**src/rtl/irq_router_pkg.sv**
```systemverilog
package irq_router_pkg;
    localparam int PINS_DEF  = 8;
    localparam int SELW_DEF  = 4;
    localparam int WORDW_DEF = 16;
    localparam int ADDRW     = 4;

    // Fixed addresses above the select words
    localparam logic [ADDRW-1:0] ADR_MASK = 4'h8;
    localparam logic [ADDRW-1:0] ADR_MSET = 4'h9;
    localparam logic [ADDRW-1:0] ADR_MCLR = 4'hA;
    localparam logic [ADDRW-1:0] ADR_PEND = 4'hB;

    typedef enum logic [1:0] {
        ACC_NONE  = 2'd0,
        ACC_READ  = 2'd1,
        ACC_WRITE = 2'd2
    } acc_kind_e;
endpackage

```
**src/rtl/irq_sel_regs.sv**
```systemverilog
module irq_sel_regs
    import irq_router_pkg::*;
#(
    parameter int PINS  = PINS_DEF,
    parameter int SELW  = SELW_DEF,
    parameter int WORDW = WORDW_DEF,
    localparam int NLEV  = 1 << SELW,
    localparam int NWORD = (PINS * SELW) / WORDW
) (
    input  logic                  clk,
    input  logic                  rst,
    input  logic                  bus_en,
    input  logic                  bus_we,
    input  logic [ADDRW-1:0]      bus_addr,
    input  logic [WORDW-1:0]      bus_wdata,
    input  logic [NLEV-1:0]       pend_in,
    output logic [PINS*SELW-1:0]  sel_flat,
    output logic [NLEV-1:0]       mask_q,
    output logic [WORDW-1:0]      rdata_q
);
    acc_kind_e        acc;
    logic [WORDW-1:0] rd_mux;
    logic [PINS*SELW-1:0] sel_q;

    always_comb begin
        if (!bus_en)     acc = ACC_NONE;
        else if (bus_we) acc = ACC_WRITE;
        else             acc = ACC_READ;
    end

    always_ff @(posedge clk) begin
        if (rst) begin
            sel_q  <= '0;
            mask_q <= '1;
        end else if (acc == ACC_WRITE) begin
            for (int w = 0; w < NWORD; w++) begin
                if (bus_addr == ADDRW'(w))
                    sel_q[w*WORDW +: WORDW] <= bus_wdata;
            end
            if (bus_addr == ADR_MSET) mask_q <= mask_q | NLEV'(bus_wdata);
            if (bus_addr == ADR_MCLR) mask_q <= mask_q & ~NLEV'(bus_wdata);
        end
    end

    always_comb begin
        rd_mux = '0;
        for (int w = 0; w < NWORD; w++) begin
            if (bus_addr == ADDRW'(w))
                rd_mux = sel_q[w*WORDW +: WORDW];
        end
        if (bus_addr == ADR_MASK) rd_mux = WORDW'(mask_q);
        if (bus_addr == ADR_PEND) rd_mux = WORDW'(pend_in);
    end

    always_ff @(posedge clk) begin
        if (rst)                  rdata_q <= '0;
        else if (acc == ACC_READ) rdata_q <= rd_mux;
    end

    assign sel_flat = sel_q;
endmodule

```
**src/rtl/irq_route_matrix.sv**
```systemverilog
module irq_route_matrix
    import irq_router_pkg::*;
#(
    parameter int PINS = PINS_DEF,
    parameter int SELW = SELW_DEF,
    localparam int NLEV = 1 << SELW
) (
    input  logic [PINS-1:0]      pins,
    input  logic [PINS*SELW-1:0] sel_flat,
    input  logic [NLEV-1:0]      mask,
    output logic [NLEV-1:0]      pend
);
    genvar lv;
    generate
        for (lv = 0; lv < NLEV; lv++) begin : g_lev
            if (lv == 0 || lv == NLEV - 1) begin : g_dead
                assign pend[lv] = 1'b0;
            end else begin : g_live
                logic hit;
                always_comb begin
                    hit = 1'b0;
                    for (int p = 0; p < PINS; p++) begin
                        if (pins[p] && sel_flat[p*SELW +: SELW] == SELW'(lv))
                            hit = 1'b1;
                    end
                end
                assign pend[lv] = hit & ~mask[lv];
            end
        end
    endgenerate
endmodule

```
**src/rtl/irq_prio_pick.sv**
```systemverilog
module irq_prio_pick
    import irq_router_pkg::*;
#(
    parameter int SELW = SELW_DEF,
    localparam int NLEV = 1 << SELW
) (
    input  logic [NLEV-1:0] pend,
    output logic [SELW-1:0] level
);
    always_comb begin
        level = '0;
        for (int l = 1; l < NLEV; l++) begin
            if (pend[l]) level = SELW'(l);
        end
    end
endmodule

```
**src/rtl/irq_pin_router.sv**
```systemverilog
module irq_pin_router
    import irq_router_pkg::*;
#(
    parameter int PINS  = PINS_DEF,
    parameter int SELW  = SELW_DEF,
    parameter int WORDW = WORDW_DEF,
    localparam int NLEV = 1 << SELW
) (
    input  logic              clk,
    input  logic              rst,
    input  logic              bus_en,
    input  logic              bus_we,
    input  logic [ADDRW-1:0]  bus_addr,
    input  logic [WORDW-1:0]  bus_wdata,
    output logic [WORDW-1:0]  bus_rdata,
    input  logic [PINS-1:0]   pin_req,
    output logic [NLEV-1:0]   pend_vec,
    output logic [SELW-1:0]   cpu_level
);
    logic [PINS*SELW-1:0] sel_w;
    logic [NLEV-1:0]      mask_w;
    logic [NLEV-1:0]      pend_d;
    logic [SELW-1:0]      level_d;
    logic [NLEV-1:0]      pend_q;
    logic [SELW-1:0]      level_q;

    irq_sel_regs #(.PINS(PINS), .SELW(SELW), .WORDW(WORDW)) u_regs (
        .clk(clk), .rst(rst), .bus_en(bus_en), .bus_we(bus_we),
        .bus_addr(bus_addr), .bus_wdata(bus_wdata), .pend_in(pend_q),
        .sel_flat(sel_w), .mask_q(mask_w), .rdata_q(bus_rdata)
    );

    irq_route_matrix #(.PINS(PINS), .SELW(SELW)) u_matrix (
        .pins(pin_req), .sel_flat(sel_w), .mask(mask_w), .pend(pend_d)
    );

    irq_prio_pick #(.SELW(SELW)) u_prio (
        .pend(pend_d), .level(level_d)
    );

    always_ff @(posedge clk) begin
        if (rst) begin
            pend_q  <= '0;
            level_q <= '0;
        end else begin
            pend_q  <= pend_d;
            level_q <= level_d;
        end
    end

    assign pend_vec  = pend_q;
    assign cpu_level = level_q;
endmodule

```
**config.mk**
```make
export PLATFORM = sky130hd
export DESIGN_NAME = irq_pin_router
export DESIGN_NICKNAME = d
export VERILOG_FILES = /design/src/rtl/irq_router_pkg.sv /design/src/rtl/irq_sel_regs.sv /design/src/rtl/irq_route_matrix.sv /design/src/rtl/irq_prio_pick.sv /design/src/rtl/irq_pin_router.sv
export SDC_FILE = /design/constraint.sdc
export NUM_CORES = 1
export LEC_CHECK = 0
export BUFFER_PORTS_ARGS = -buffer_cell sky130_fd_sc_hd__buf_2
export CAP_MARGIN = 0
export CELL_PAD_IN_SITES_DETAIL_PLACEMENT = 0
export CELL_PAD_IN_SITES_GLOBAL_PLACEMENT = 1
export CORE_UTILIZATION = 46
export DETAILED_ROUTE_END_ITERATION = 8
export MAX_ROUTING_LAYER = met4
export PLACE_DENSITY = 0.95
export REMOVE_ABC_BUFFERS = 1
export SLEW_MARGIN = 0
export SYNTH_ARGS = -nofsm -noshare
export SYNTH_HDL_FRONTEND = slang
export SYNTH_HIERARCHICAL = 1
export SYNTH_SLANG_ARGS = --single-unit
```
**constraint.sdc**
```tcl
create_clock -name clk -period 4 [get_ports clk]
set_input_delay 0.2 -clock clk [delete_from_list [all_inputs] [get_ports clk]]
set_output_delay 0.2 -clock clk [all_outputs]
set_load 0.03 [all_outputs]
```
=== Word level (Yosys, flattened, before mapping) ===
Cells that the tools add are included.

* Output and inout bits: 36
* Input bits: 32
* Word-level logic and storage cells: 410
* Register bits: 84

* Reductions and logical operators: 118
* Bitwise operators: 31
* Multiplexer cells: 134
* Equality and inequality tests: 119

{| class="wikitable"
|+ Operators by type and width
! operator !! number
|-
| == test 4 bit, second input constant || 60
|-
| == test 4 x 3 -> 1 bit, second input constant || 32
|-
| 2-to-1 mux 1 bit || 113
|-
| logical AND 1 bit || 112
|-
| 2-to-1 mux 16 bit || 6
|-
| == test 4 x 2 -> 1 bit, second input constant || 16
|-
| == test 4 x 1 -> 1 bit, second input constant || 9
|-
| 2-to-1 mux 4 bit || 7
|-
| AND 16 bit || 1
|-
| NOT 16 bit || 1
|-
| bitwise OR 16 bit || 1
|-
| AND 1 bit || 14
|-
| NOT 1 bit || 14
|-
| 2-to-1 mux 3 bit || 4
|-
| 2-to-1 mux 2 bit || 4
|-
| AND reduction 2 bit || 3
|-
| logical NOT 4 bit || 1
|-
| == test 2 x 1 -> 1 bit, second input constant || 1
|-
| == test 2 bit, second input constant || 1
|-
| nonzero test 2 bit || 1
|-
| OR reduction 2 bit || 1
|}

=== Logic depth before layout (Yosys ltp) ===
* Depth after elaboration: 25
* Gate-level depth with buffers: 8
* Mapped depth without buffers: 8

=== Cells and area by module ===
The synthesis kept the hierarchy.

{| class="wikitable"
|+ By module, submodules not included
! module !! instances !! area each (um^2) !! seq. area each (um^2) !! cells each
|-
| irq_sel_regs || 1 || 2,892.8 || 1,281.2 || 326
|-
| irq_route_matrix || 1 || 1,027.2 || 0.0 || 169
|-
| irq_pin_router || 1 || 618.1 || 400.4 || 42
|-
| irq_prio_pick || 1 || 141.4 || 0.0 || 25
|}

=== Least setup slack after synthesis ===
OpenSTA, ideal clock, no wires.

* Path type: reg2reg
* Start: register u_regs.sel_q[1], in the netlist u_regs/sel_flat[1]
* End: register level_q[0], in the netlist cpu_level[0]
* Path buffers: 0
* Period minus slack after synthesis: 1.948 ns
* Library setup time: 0.115 ns
* Arrival: 1.833 ns
* Cell stages (with the launch flop): 9
* Setup slack: 2.052 ns
* Required time: 3.885 ns
* Path through: dfxtp_1 -> nand2b_1 -> o22ai_1 -> nor4_1 -> nor2_1 -> or3b_1 -> a311oi_1 -> a31oi_1 -> nor2b_2

* Elaborated cells between the ends (all ways): 168
* Those cells by class: eq/ne: 14; mux: 125; bitwise: 14; reduce/logical: 15

{| class="wikitable"
|+ RTL lines
! what !! RTL line !! source
|-
| from (decl) || irq_sel_regs.sv:23 || <nowiki>logic [PINS*SELW-1:0] sel_q;</nowiki>
|-
| from (signal, indexed assignment) || irq_sel_regs.sv:38 || <nowiki>sel_q[w*WORDW +: WORDW] <= bus_wdata;</nowiki>
|-
| == test 4 bit || irq_route_matrix.sv:23 || <nowiki>if (pins[p] && sel_flat[p*SELW +: SELW] == SELW'(lv))</nowiki>
|-
| logical AND 1 bit || irq_route_matrix.sv:23 ||
|-
| 2-to-1 mux 1 bit (8 in a row) || irq_route_matrix.sv:23 ||
|-
| AND 1 bit || irq_route_matrix.sv:27 || <nowiki>assign pend[lv] = hit & ~mask[lv];</nowiki>
|-
| via pend_d[9] || irq_pin_router.sv:22 || <nowiki>logic [NLEV-1:0] pend_d;</nowiki>
|-
| 2-to-1 mux 4 bit (5 in a row) || irq_prio_pick.sv:13 || <nowiki>if (pend[l]) level = SELW'(l);</nowiki>
|-
| to (signal assigned) || irq_pin_router.sv:47 || <nowiki>level_q <= level_d;</nowiki>
|-
| to (decl) || irq_pin_router.sv:25 || <nowiki>logic [SELW-1:0] level_q;</nowiki>
|}

The timed path passes the listed nets, and every way through them passes these cells.
A chain may end at the register's enable or synchronous reset.

=== Worst setup path in the final report ===
* Start: register u_regs.sel_q[4], in the netlist u_regs/sel_flat[4]
* End: register level_q[1], in the netlist cpu_level[1]

* Elaborated cells between the ends (all ways): 143
* Those cells by class: eq/ne: 13; mux: 104; bitwise: 13; reduce/logical: 13

{| class="wikitable"
|+ RTL lines
! what !! RTL line !! source
|-
| == test 4 bit || irq_route_matrix.sv:23 ||
|-
| logical AND 1 bit || irq_route_matrix.sv:23 ||
|-
| 2-to-1 mux 1 bit (7 in a row) || irq_route_matrix.sv:23 ||
|-
| AND 1 bit || irq_route_matrix.sv:27 ||
|-
| via pend_d[10] || irq_pin_router.sv:22 ||
|-
| 2-to-1 mux 4 bit (5 in a row) || irq_prio_pick.sv:13 ||
|-
| via level_d[1] || irq_pin_router.sv:23 || <nowiki>logic [SELW-1:0] level_d;</nowiki>
|}

The timed path passes the listed nets, and every way through them passes these cells.

==> results.txt <==
----------------------------------------------------
[Status]
  Outcome ... completed

[Floorplanning]
  Horizontal die dimension ... 103 µm
  I/O pin cnt ... 68
  Starting Density ... 47.7%
  DIE AREA ... 10600 µm²
  Floorplan row count ... 36
  Die height ... 103 µm
  CORE AREA ... 9820 µm²

[STA]
  Fraction of the cycle the final worst path needs ... 70.0%
  Worst clock skew ... 0.0193 ns
  Unrepaired setup endpoints after global routing ... no
  Setup violation total in the final timing report ... 0
  Final total negative setup slack ... 0 ns
  Final worst hold slack ... 0.0953 ns
  Post-route setup slack ... 1.20 ns
  Count of final max-slew check failures ... 0
  Peak Freq ... 357 MHz
  Number of hold violations in the final report ... 0
  Measured slew at the worst slew-check pin ... 1.28 ns
  Crit path time final ... 2.80 ns
  Worst max-slew margin expressed relative to the limit ... 14.5%

[Synthesis]
  Number of instances in the synthesized netlist ... 562
  Synthesized area ... 4680 µm²
  Count leader, synth ... dfxtp_1
  Area fraction of the dominant cell type after synthesis ... 35.9%
  Primary FF master, synth ... dfxtp_1
  Synth top area cells ... dfxtp_1 (36%), nand3_1 (6.2%), o22ai_1 (4.5%), a21oi_1 (3.9%), a221o_1 (3.6%)
  EDFF count, synth ... 0
  Share of flip-flops with an asynchronous set or reset after synthesis ... 0%
  Register area share after synthesis ... 35.9%
  Cell type with the largest total area after synthesis ... dfxtp_1
  Leading cell types by count after synthesis ... dfxtp_1 (84), nand3_1 (58), nor2_1 (40)
  Number of flip-flops and latches in the synthesized netlist ... 84
  Mean cell area of the mapped netlist ... 8.33 µm²
  Synth warn ... 6
  Count of different cell masters after synthesis ... 48

[GRT]
  Largest net degree at the start of global routing ... 85
  Wire length of the first global-routing pass ... 26.6 mm
  Number of global-route vias before repair ... 4540
  Overall Global Routing Usage ... 36.0%
  Initial antenna violation count ... 0
  Final global-route overflow total ... 0

[Finish]
  Synth-to-Final Area Change ... 11.4%
  Proportion of layout cells with a drive suffix above 1 ... 21.0%
  Layout net count ... 637
  Number of antenna diodes ... 0

[Setup path]
  Cell at the slowest stage of the critical path ... dfxtp_1
  Worst path arrival time ... 3.03 ns
  Data required time of the worst path ... 4.23 ns
  Critical Setup Path Class ... reg -> reg
  Max stage delay on crit path ... 0.57 ns
  Critical Path Start Type ... flop
  Sort of element at the end of the critical path ... flop
  Max FO, Critical Path ... 10
  Critical Path, Cell by Cell ... nand2b_1 > o22ai_1 > nor4_1 > nor2_1 > nor2_1 > o311ai_1 > a311o_1 > nor2b_2
  Crit-path most repeated cell ... nor2_1

[CTS]
  TritonCTS Buffers ... 9
  Hold Buf Count CTS ... 0
  Number of buffers added for setup after CTS ... 0
  Worst-case clock buffer depth ... 2
  CTS HTree Levels ... 3
  Cell chosen for the clock root ... clkbuf_8
  Post-CTS sizing ... 0
  Number of clock sinks ... 84
  Post-CTS clock slew at the launch and capture registers of the worst setup and hold paths ... 0.10 ns
  Clock tree from TritonCTS ... done
  Clock Latency Late Sink ... 0.37 ns

[Place]
  Worst-case setup slack after placement ... 1.28 ns
  Weighted congestion at the end of routability-driven global placement ... 1.00
  Port-buffer cells ... 67
  Post-DP HPWL ... 12.7 mm

[Routing]
  DR pass1 iterations ... 4
  WL per Instance ... 24.1 µm
  Number of nets with antenna violations after detailed routing ... 0
  Wirelength, routed ... 17.9 mm
  Number of vias after detailed routing ... 4945
  Detailed-route DRC error count ... 0
  Iteration-0 DRC Markers ... 349
  Routed via count divided by cell count ... 6.66

[Worst hold path]
  Class of the tightest hold or removal check ... in -> reg

[Pwr]
  Overall power consumption ... 1.70 mW
  Leakage component of the power ... 1.74 nW
  VDD IR max ... 0.263 mV
  P per Cell Area ... 327 nW/µm²

[Flow run]
  Max Cap Viol ... 0

----------------------------------------------------
==> metrics by stage <==
step	instances	cell area [µm²]	util [%]
floorplan	522	4460	-
global placement	726	5000	50.9
detailed placement	726	5000	50.9
CTS	742	5200	53.0
global route	743	5210	53.1
finish	743	5210	53.1
==> worst paths after layout <==
check / startpoint / endpoint / slack (ns) / cells past startpoint
worst min-delay path: bus_wdata[12] / flop / 0.1 / 2
worst max-delay path: u_regs/sel_flat[4] / cpu_level[1] / 1.20 / 8
worst max register to register: u_regs/sel_flat[4] / cpu_level[1] / 1.20 / 8
worst min register to register: flop / u_regs/rdata_q[15] / 0.47 / 2
==> where the power goes <==
| group | internal (mW) | leakage [nW] | switching, mW |
|---|---|---|---|
| logic | 0.0568 | 0.963 | 0.143 |
| clock network | 0.295 | 0.0971 | 0.344 |
| registers | 0.853 | 0.682 | 0.0130 |
==> layout make-up <==
type | count | area (µm²)
Inverter | 4 | 15.0
Sequential cell | 84 | 1680
Clock buffer | 10 | 128
Multi-Input combinational cell | 434 | 2770
Timing Repair Buffer | 72 | 379
Fill cell | 1003 | 4610
Tap cell | 133 | 166
Clock inverter | 6 | 72.6
==> per-layer routing <==
layer  vias to the layer above  routed length (µm)  track usage [%]  share of wire [%]
met5                         -                   0                -                  0
met1                      2386                7600             47.6                 42
li1                       2232                   -                -                  -
met2                       274                7830             52.7                 44
met4                         0                 706             17.6                3.9
met3                        53                1770             6.44                9.9
==> cell families after synthesis <==
group / share of synthesized area [%]
AND/OR/NAND/NOR: 30.5
AO/OA/AOI/OAI: 24.4
flip-flops: 35.9
buffers and inverters: 5.08
multiplexers: 3.82
XOR/XNOR: 0.187
other: 0.0801
==> critical path: cells and delay by family, from the launching register on <==
| family | cells | cell delay [ns] |
|---|---|---|
| flops | 1 | 0.57 |
| compound gates | 3 | 0.67 |
| simple gates | 5 | 1.41 |
==> cells in the final DEF, fill, tap and decap left out, types with 15 or more instances in the layout <==
cell | Yosys | routed
dfxtp_1 | 84 | 84
o22ai_1 | 34 | 34
nor2b_2 | 16 | 16
buf_2 | 9 | 66
o21ai_0 | 34 | 34
a221o_1 | 17 | 17
nand2_1 | 25 | 25
nand2b_1 | 19 | 19
a211oi_1 | 15 | 15
nor2_1 | 40 | 40
a221oi_1 | 15 | 15
nor3_1 | 27 | 26
mux2_2 | 15 | 15
a21oi_1 | 36 | 36
nand3_1 | 58 | 58
nand3b_1 | 17 | 17
(Power assumes the default switching activity.)
